## config.mk

```make
export PLATFORM = sky130hd
export DESIGN_NAME = gpio_irq_ctrl
export DESIGN_NICKNAME = d
export VERILOG_FILES = /design/src/rtl/gpio_irq_pkg.sv /design/src/rtl/gpio_in_sync.sv /design/src/rtl/gpio_sense_unit.sv /design/src/rtl/gpio_irq_ctrl.sv
export SDC_FILE = /design/constraint.sdc
export NUM_CORES = 1
export LEC_CHECK = 0
export BUFFER_PORTS_ARGS = -buffer_cell sky130_fd_sc_hd__clkbuf_2
export CORE_MARGIN = 2
export CORE_UTILIZATION = 50
export CTS_BUF_LIST = sky130_fd_sc_hd__clkbuf_4
export CTS_CLUSTER_DIAMETER = 30
export DETAILED_ROUTE_END_ITERATION = 10
export PLACE_DENSITY = 0.85
export SLEW_MARGIN = 5
export SYNTH_ARGS = -nofsm -noshare
export SYNTH_HDL_FRONTEND = slang
export SYNTH_HIERARCHICAL = 1
export SYNTH_SLANG_ARGS = --single-unit
```

## constraint.sdc

```tcl
create_clock -name clk -period 1.8 [get_ports clk]
set_input_delay 0.18 -clock clk [delete_from_list [all_inputs] [get_ports clk]]
set_output_delay 0.18 -clock clk [all_outputs]
set_load 0.01 [all_outputs]
```

## src/rtl/gpio_irq_pkg.sv

```systemverilog
`timescale 1ns/1ps
package gpio_irq_pkg;
  localparam int REG_W        = 32;
  localparam int ADDR_W       = 6;
  localparam int WORD_IDX_W   = ADDR_W - 2;
  localparam int MODE_W       = 3;
  localparam int FIELD_STRIDE = 4;
  localparam int LANES        = REG_W / FIELD_STRIDE;

  typedef enum logic [MODE_W-1:0] {
    SENSE_FALL = 3'd0,
    SENSE_RISE = 3'd1,
    SENSE_LOW  = 3'd2,
    SENSE_HIGH = 3'd3,
    SENSE_BOTH = 3'd4
  } sense_e;

  localparam logic [WORD_IDX_W-1:0] W_EN      = 4'd0;
  localparam logic [WORD_IDX_W-1:0] W_STAT    = 4'd1;
  localparam logic [WORD_IDX_W-1:0] W_DISP    = 4'd2;
  localparam logic [WORD_IDX_W-1:0] W_CLR     = 4'd3;
  localparam logic [WORD_IDX_W-1:0] W_MSET    = 4'd4;
  localparam logic [WORD_IDX_W-1:0] W_MCLR    = 4'd5;
  localparam logic [WORD_IDX_W-1:0] W_OUT     = 4'd6;
  localparam logic [WORD_IDX_W-1:0] W_IN      = 4'd7;
  localparam logic [WORD_IDX_W-1:0] W_DIR     = 4'd8;
  localparam logic [WORD_IDX_W-1:0] W_MODE_LO = 4'd9;
  localparam logic [WORD_IDX_W-1:0] W_MODE_HI = 4'd10;
  localparam logic [WORD_IDX_W-1:0] W_SRST    = 4'd15;
endpackage

```

## src/rtl/gpio_in_sync.sv

```systemverilog
`timescale 1ns/1ps
module gpio_in_sync #(
  parameter int W = 12
) (
  input  logic         clk,
  input  logic         rst_n,
  input  logic [W-1:0] pin_i,
  output logic [W-1:0] cur_o,
  output logic [W-1:0] prev_o
);
  logic [W-1:0] meta_q, cur_q, prev_q;

  always_ff @(posedge clk or negedge rst_n) begin
    if (!rst_n) begin
      meta_q <= '0;
      cur_q  <= '0;
      prev_q <= '0;
    end else begin
      meta_q <= pin_i;
      cur_q  <= meta_q;
      prev_q <= cur_q;
    end
  end

  assign cur_o  = cur_q;
  assign prev_o = prev_q;
endmodule

```

## src/rtl/gpio_sense_unit.sv

```systemverilog
`timescale 1ns/1ps
module gpio_sense_unit
  import gpio_irq_pkg::*;
(
  input  logic              clk,
  input  logic              rst_n,
  input  logic              flush_i,
  input  logic              cur_i,
  input  logic              prev_i,
  input  logic [MODE_W-1:0] mode_i,
  input  logic              en_i,
  input  logic              clr_i,
  output logic              stat_o
);
  logic hit;
  logic stat_q;

  always_comb begin
    case (mode_i)
      SENSE_FALL: hit = prev_i & ~cur_i;
      SENSE_RISE: hit = cur_i & ~prev_i;
      SENSE_LOW:  hit = ~cur_i;
      SENSE_HIGH: hit = cur_i;
      SENSE_BOTH: hit = cur_i ^ prev_i;
      default:    hit = 1'b0;
    endcase
  end

  // event has priority over a same-cycle clear
  always_ff @(posedge clk or negedge rst_n) begin
    if (!rst_n)               stat_q <= 1'b0;
    else if (flush_i)         stat_q <= 1'b0;
    else if (en_i && hit)     stat_q <= 1'b1;
    else if (clr_i)           stat_q <= 1'b0;
  end

  assign stat_o = stat_q;

  p_no_set_when_off_r6: assert property (@(posedge clk) disable iff (!rst_n)
    (!stat_q && !en_i) |=> !stat_q);

  p_clear_when_quiet_r8: assert property (@(posedge clk) disable iff (!rst_n)
    (clr_i && !en_i && !flush_i) |=> !stat_q);

  p_level_refires_r5: assert property (@(posedge clk) disable iff (!rst_n)
    (en_i && !flush_i && mode_i == SENSE_HIGH && cur_i) |=> stat_q);
endmodule

```

## src/rtl/gpio_irq_ctrl.sv

```systemverilog
`timescale 1ns/1ps
module gpio_irq_ctrl
  import gpio_irq_pkg::*;
#(
  parameter int N_PINS = 12
) (
  input  logic                  clk,
  input  logic                  rst_n,
  input  logic                  bus_sel,
  input  logic                  bus_we,
  input  logic [ADDR_W-1:2]     bus_addr,
  input  logic [REG_W-1:0]      bus_wdata,
  output logic [REG_W-1:0]      bus_rdata,
  input  logic [N_PINS-1:0]     pin_i,
  output logic [N_PINS-1:0]     pin_o,
  output logic [N_PINS-1:0]     pin_oe,
  output logic                  irq_o
);
  localparam int MODE_BITS = MODE_W * N_PINS;

  logic                  wr;
  logic [N_PINS-1:0]     wbits;
  logic [N_PINS-1:0]     en_q, mask_q, out_q, dir_q;
  logic [MODE_BITS-1:0]  mode_q;
  logic                  srst_q;
  logic [N_PINS-1:0]     clr_v, stat, sync_cur, sync_prev;
  logic [REG_W-1:0]      rd;
  logic                  unused_wbits;

  assign wr           = bus_sel && bus_we;
  assign wbits        = bus_wdata[N_PINS-1:0];
  assign unused_wbits = ^bus_wdata;

  always_ff @(posedge clk or negedge rst_n) begin
    if (!rst_n) begin
      en_q   <= '0;
      mask_q <= '1;
      out_q  <= '0;
      dir_q  <= '0;
      mode_q <= '0;
      srst_q <= 1'b0;
    end else begin
      if (wr && bus_addr == W_SRST) srst_q <= bus_wdata[0];
      if (srst_q) begin
        en_q   <= '0;
        mask_q <= '1;
        out_q  <= '0;
        dir_q  <= '0;
        mode_q <= '0;
      end else if (wr) begin
        case (bus_addr)
          W_EN:   en_q   <= wbits;
          W_MSET: mask_q <= mask_q | wbits;
          W_MCLR: mask_q <= mask_q & ~wbits;
          W_OUT:  out_q  <= wbits;
          W_DIR:  dir_q  <= wbits;
          W_MODE_LO:
            for (int p = 0; p < N_PINS; p++)
              if (p < LANES)
                mode_q[MODE_W*p +: MODE_W] <= bus_wdata[(p % LANES)*FIELD_STRIDE +: MODE_W];
          W_MODE_HI:
            for (int p = 0; p < N_PINS; p++)
              if (p >= LANES)
                mode_q[MODE_W*p +: MODE_W] <= bus_wdata[(p % LANES)*FIELD_STRIDE +: MODE_W];
          default: ;
        endcase
      end
    end
  end

  assign clr_v = (wr && !srst_q && bus_addr == W_CLR) ? wbits : '0;

  gpio_in_sync #(.W(N_PINS)) sync_i (
    .clk    (clk),
    .rst_n  (rst_n),
    .pin_i  (pin_i),
    .cur_o  (sync_cur),
    .prev_o (sync_prev)
  );

  for (genvar g = 0; g < N_PINS; g++) begin : g_pin
    gpio_sense_unit sense_i (
      .clk     (clk),
      .rst_n   (rst_n),
      .flush_i (srst_q),
      .cur_i   (sync_cur[g]),
      .prev_i  (sync_prev[g]),
      .mode_i  (mode_q[MODE_W*g +: MODE_W]),
      .en_i    (en_q[g]),
      .clr_i   (clr_v[g]),
      .stat_o  (stat[g])
    );
  end

  always_comb begin
    rd = '0;
    case (bus_addr)
      W_EN:           rd[N_PINS-1:0] = en_q;
      W_STAT:         rd[N_PINS-1:0] = stat;
      W_DISP:         rd[N_PINS-1:0] = stat & ~mask_q;
      W_MSET, W_MCLR: rd[N_PINS-1:0] = mask_q;
      W_OUT:          rd[N_PINS-1:0] = out_q;
      W_IN:           rd[N_PINS-1:0] = sync_cur;
      W_DIR:          rd[N_PINS-1:0] = dir_q;
      W_MODE_LO:
        for (int p = 0; p < N_PINS; p++)
          if (p < LANES)
            rd[(p % LANES)*FIELD_STRIDE +: MODE_W] = mode_q[MODE_W*p +: MODE_W];
      W_MODE_HI:
        for (int p = 0; p < N_PINS; p++)
          if (p >= LANES)
            rd[(p % LANES)*FIELD_STRIDE +: MODE_W] = mode_q[MODE_W*p +: MODE_W];
      W_SRST:         rd[0] = srst_q;
      default: ;
    endcase
  end

  assign bus_rdata = bus_sel ? rd : '0;
  assign irq_o     = |(stat & ~mask_q);
  assign pin_o     = out_q;
  assign pin_oe    = dir_q;

  p_srst_holds_defaults_r11: assert property (@(posedge clk) disable iff (!rst_n)
    srst_q |=> (mask_q == '1 && en_q == '0 && dir_q == '0 && out_q == '0 && stat == '0));

  p_mask_set_sticks_r7: assert property (@(posedge clk) disable iff (!rst_n)
    (wr && !srst_q && bus_addr == W_MSET) |=> ((mask_q & $past(wbits)) == $past(wbits)));
endmodule

```

# Word level (Yosys, flattened, before mapping)
# Index checks and enable logic that the tools add are counted.
[word_totals]
output_inout_bits = 57
inputBits = 52
wordCells = 281
register_bits = 133
[op_classes]
eq_ne = 59
n_bitwise = 65
reduce_logical = 57
muxes = 78
[op_table]
columns = ["cell", "n"]
rows = [
  ["12-bit 2-to-1 mux", 13],
  ["3-bit by 2-bit == test with 1-bit output (second input constant)", 24],
  ["36-bit 2-to-1 mux", 2],
  ["1-bit one-hot mux with 5 select lines", 12],
  ["3-bit one-hot mux with 9 select lines", 2],
  ["3-bit nonzero test", 13],
  ["3-bit by 1-bit == test with 1-bit output (second input constant)", 12],
  ["3-bit == test (second input constant)", 12],
  ["3-bit logical NOT", 12],
  ["1-bit 2-to-1 mux", 36],
  ["31-bit 2-to-1 mux", 1],
  ["1-bit AND", 24],
  ["12-bit AND", 2],
  ["24-bit 2-to-1 mux", 1],
  ["1-bit inverter", 24],
  ["12-bit inverter", 2],
  ["12-bit one-hot mux with 2 select lines", 1],
  ["1-bit one-hot mux with 7 select lines", 3],
  ["2-bit one-hot mux with 9 select lines", 1],
  ["4-bit by 3-bit == test with 1-bit output (second input constant)", 4],
  ["4-bit == test (second input constant)", 4],
  ["1-bit logical AND", 16],
  ["3-bit 2-to-1 mux", 4],
  ["12-bit OR", 1],
  ["other kinds (11)", 33],
]

# Depth between registers and ports, before layout
[depth]
ltp_word = 7
ltp_mapped = 9
ltp_nobuf = 7

# By module
# The synthesis kept the hierarchy.
[modules_own_cells]
columns = ["mod", "seq_area_each_um2", "n_inst", "area_per_inst_um2", "cells_each"]
rows = [
  ["gpio_irq_ctrl", 2142.1, 1, 5197.5, 580],
  ["gpio_sense_unit", 25.0, 12, 127.6, 14],
  ["gpio_in_sync", 900.9, 1, 900.9, 36],
]

# Worst setup path after synthesis
# No wires, ideal clock.
[synth_path]
path_kind = "reg2reg"
start = "reg srst_q"
end = "reg mode_q[10]"
arrival_ps = 1673
stages_incl_launch_ff = 5
path_buffers = 3
slack_ps = -20
t_required_ps = 1653
setup_time_ps = 147
period_less_slack_ps = 1820
cell_sequence = "dfrtp_1 -> buf_2 -> buf_1 -> clkbuf_1 -> a21oi_2"
[synth_between]
elab_chain_cells = 2
elab_cells_between_ends = 4
cone_classes = "1 x mux; 3 x reduce/logical"
[synth_rtl]
columns = ["item", "line_no", "rtl"]
rows = [
  ["start: declaration", "gpio_irq_ctrl.sv:25", "logic srst_q;"],
  ["start signal: assignment", "gpio_irq_ctrl.sv:43", "if (wr && bus_addr == W_SRST) srst_q <= bus_wdata[0];"],
  ["2-bit nonzero test (no source line)", "--", ""],
  ["2-bit AND reduction (no source line)", "--", ""],
  ["end signal: indexed assignment", "gpio_irq_ctrl.sv:60", "mode_q[MODE_W*p +: MODE_W] <= bus_wdata[(p % LANES)*FIELD_STRIDE +: MODE_W];"],
  ["end signal: indexed assignment", "gpio_irq_ctrl.sv:64", "mode_q[MODE_W*p +: MODE_W] <= bus_wdata[(p % LANES)*FIELD_STRIDE +: MODE_W];"],
  ["end: declaration", "gpio_irq_ctrl.sv:24", "logic [MODE_BITS-1:0] mode_q;"],
]
# Several ways; a longest one is shown, not always the timed one.
# A chain may end at the register's enable or synchronous reset.

# Worst setup path in the final report
[layout_path]
start = "reg mask_q[4]"
end = "out irq_o"
[layout_between]
elab_chain_cells = 3
[layout_rtl]
columns = ["item", "line_no", "rtl"]
rows = [
  ["start: declaration", "gpio_irq_ctrl.sv:23", "logic [N_PINS-1:0] en_q, mask_q, out_q, dir_q;"],
  ["start signal: assignment", "gpio_irq_ctrl.sv:53", "W_MSET: mask_q <= mask_q | wbits;"],
  ["start signal: assignment", "gpio_irq_ctrl.sv:54", "W_MCLR: mask_q <= mask_q & ~wbits;"],
  ["12-bit inverter", "gpio_irq_ctrl.sv:119", "assign irq_o = |(stat & ~mask_q);"],
  ["12-bit AND", "gpio_irq_ctrl.sv:119", ""],
  ["12-bit OR reduction", "gpio_irq_ctrl.sv:119", ""],
  ["end: declaration", "gpio_irq_ctrl.sv:17", "output logic irq_o"],
]
# Every way passes these cells.

==> metrics.cfg <==
[worst_setup_path]
cp_num_buf_inv=1
critPathMaxStageDelay_ns=0.56
cp_max_fo=3
endpoint_kind=primary output
setup.worst_path.start_class=register
worst-endpoint-arrival_ns=1.94
worstPathRequired_ns=1.62
crit_chain=nand2b_4 > o2111ai_2 > or3_4 > buf_2
critical_path.top_delay_family=flip-flops
crit_slowest_cell=dfstp_2
worst-setup-path-type=reg -> out

[detailed_routing]
totalWireLength_mm=21.7
antenna_left=0
drt_iter0_markers=523
dr.pass1.iters=5
via_per_inst=5.83
routedWlPerCell_um=18.6
vias=6813
drc_errors=0

[job]
max_cap_violations=0

[floorplanning]
fp-row-count=45
die_y_um=128
initial_utilization_pct=50.8
chipWidth_um=128
pin_count=109
fp.dieArea_um2=16300
core_um2=15000

[yosys]
synthSimpleGateAreaFrac_pct=21.7
synth.area.mux_share_pct=6.81
avgSynthCellArea_um2=9.73
netlist_area_um2=7630
yosys-top-cells-count=dfrtp_1 (121), nand2_1 (95), nor2_1 (58), a21oi_1 (50), mux2i_1 (44)
synth_edf_count=0
synthDominantCellAreaShare_pct=39.7
synth-xor-area-share_pct=1.38
synth_top_family_by_area=simple AND/OR/NAND/NOR gates
yosysTopAreaCell=dfrtp_1
async_reset_ff_share_pct=100
synth-compound-area-share_pct=15.5
synth_fa_ha_area_share_pct=3.94
ys.warnings.count=6
ys_types=56
ys_seq_area_share_pct=43.8
synth_seq_cells=133
ys_top_cells_by_area=dfrtp_1 (40%), mux2i_1 (5.8%), nand2_1 (4.7%), dfstp_2 (4.1%), ha_1 (3.9%)
yosysMostFrequentCell=dfrtp_1
syn_inst=784
ys.flop_type=dfrtp_1

[global_route]
grt_overflow=0
grt.busiest_layer=met2
grt_first_pass_wirelength_mm=34.8
met3_usage_pct=6.07
grt_max_degree=42
antenna_found_initial=2
track_usage_pct=27.7
grt_pass1_vias=6650
grtUsageMet2_pct=43.5
grt_use_met1_pct=37.1

[timing]
maxSlewHeadroom_pct=28.2
max_freq_mhz=471
fin_skew_ns=0.0205
layout_setup_ws_ns=-0.324
hold_viol_final=0
worst_pin_slew_ns=1.07
period_minus_slack_ns=2.12
setup_viol=13
slew_violations=0
finalCritPeriodShare_pct=118
rsz0062_at_grt=yes

[status]
violations=setup timing
status=finished, violations left

[min_path]
holdCritPathClass=in -> async

[clock_network]
cts_inserted_buffers=17
cts_sinks=133
root_buffer=clkbuf_4
cts_tree=done
cts_htree_levels=4
clk_latency_ns=0.58
clkTransAtPathRegs_ns=0.13
cts_buffer_depth=2

[placed_design]
gp_congestion=0.913
port_buffers=98
dp.cells=1071
hpwl_mm=14.9

[final_layout]
final_cells=1169
multi_input_area_um2=3940
area_delta_synth_final_pct=24.3
nets=1039
fill_cells=1209
drive_above_1_share_pct=32.8
seq_area_um2=3350

[power_and_ir_drop]
p_total_mw=6.57
p_leak_nw=4.42
powerDensity_nw_per_um2=693
vdd_drop_max_mv=0.350

## cell type report
type | count | area share (%)
diodes | 5 | 0.132
clock buffers | 18 | 1.42
clock inverters | 14 | 1.36
inverters | 31 | 1.23
multi-input cells | 563 | 41.5
flip-flops and latches | 133 | 35.3
well taps | 188 | 2.48
repair buffers | 217 | 16.5
## sequential cells by signal, summed over array words and instances, names as in the netlist
signal	flops
g_pin.sense_i/stat_o	12
pin_o	12
pin_oe	12
sync_i/prev_o	12
mask_q	12
srst_q	1
sync_i/meta_q	12
sync_i/cur_o	12
mode_q	36
en_q	12
## power breakdown
part	leakage (nW)	switching, mW	internal [mW]
sequential	1.71	0.207	3.18
clock	0.140	1.21	0.712
combinational	2.57	0.731	0.533
## what timing repair did
action	in CTS	in global routing
setup endpoints to repair	13	14
pin swaps	17	16
endpoints found under the hold margin	227	0
hold buffers	40	0
resized for setup	25	29
setup buffers	14	8
## worst register-to-register path, stage by stage (launching register included)
cell	delay [ns]
dfrtp_4	0.50
buf_4	0.18
nor2_1	0.83
a21oi_1	0.17
## path summary, 6_finish.rpt
path	startpoint	endpoint	slack, ns	cells after the start
max in group asynchronous	rst_n	sync_i/cur_o[5]	1.03	3
worst min register to register	sync_i/meta_q[5]	sync_i/cur_o[5]	0.36	0
worst max register to register	srst_q	mask_q[7]	0.03	3
worst min-delay path	rst_n	sync_i/cur_o[0]	0.09	2
min in group clk	pin_i[11]	sync_i/meta_q[11]	0.25	2
worst max-delay path	mask_q[4]	irq_o	-0.32	4
## layout by cell type, fill, tap and decap left out, types with 6 or more instances in the layout
cell | Yosys | layout
dfrtp_1 | 121 | 116
nand2_1 | 95 | 95
clkbuf_2 | 0 | 89
buf_4 | 25 | 71
nor2_1 | 58 | 58
a21oi_1 | 50 | 47
mux2i_1 | 44 | 44
dlygate4sd3_1 | 0 | 40
inv_1 | 30 | 30
ha_1 | 24 | 24
a21oi_2 | 20 | 23
nand2_2 | 21 | 21
clkbuf_4 | 0 | 18
and3_1 | 17 | 17
and2_1 | 17 | 17
nand3_1 | 15 | 15
nor2b_1 | 16 | 15
nand3b_1 | 13 | 13
or3_1 | 14 | 13
a311oi_1 | 12 | 12
xnor2_1 | 12 | 12
nor4b_1 | 12 | 12
a311oi_2 | 12 | 12
dfstp_2 | 12 | 12
a21o_1 | 9 | 9
o21ai_0 | 15 | 8
buf_2 | 14 | 8
nand2b_1 | 10 | 7
a22oi_1 | 8 | 6
## routing by layer
metal / up-vias / share of wire [%]
met2: 293 / 48
met4: 2 / 3.1
met5: - / 0.032
li1: 3099 / -
met3: 56 / 7.6
met1: 3363 / 42
## logic make-up (layout without fill, tap and decap cells)
kind of cell,Yosys count,count (layout)
AO/OA/AOI/OAI,159,159
flip-flops,133,133
multiplexers,51,51
AND/OR/NAND/NOR,312,312
other,1,10
XOR/XNOR,12,12
buffers and inverters,92,280
adder cells (fa/ha/maj),24,24
## metrics by stage
step                cell area, um^2  utilization [%]  setup slack, ns  hold slack (ns)  setup TNS, ns
CTS                            9330             62.0           -0.399           0.0663          -2.78
global route                   9480             63.1           -0.428           0.0936          -3.60
finish                         9480             63.1           -0.324           0.0850          -2.44
detailed placement             8480             56.4          -0.0609            0.134         -0.575
global placement               8480             56.4          -0.0182            0.133         -0.185
floorplan                      7650                -           0.0155           -0.116              0
Power figures use the tool's default switching activity.
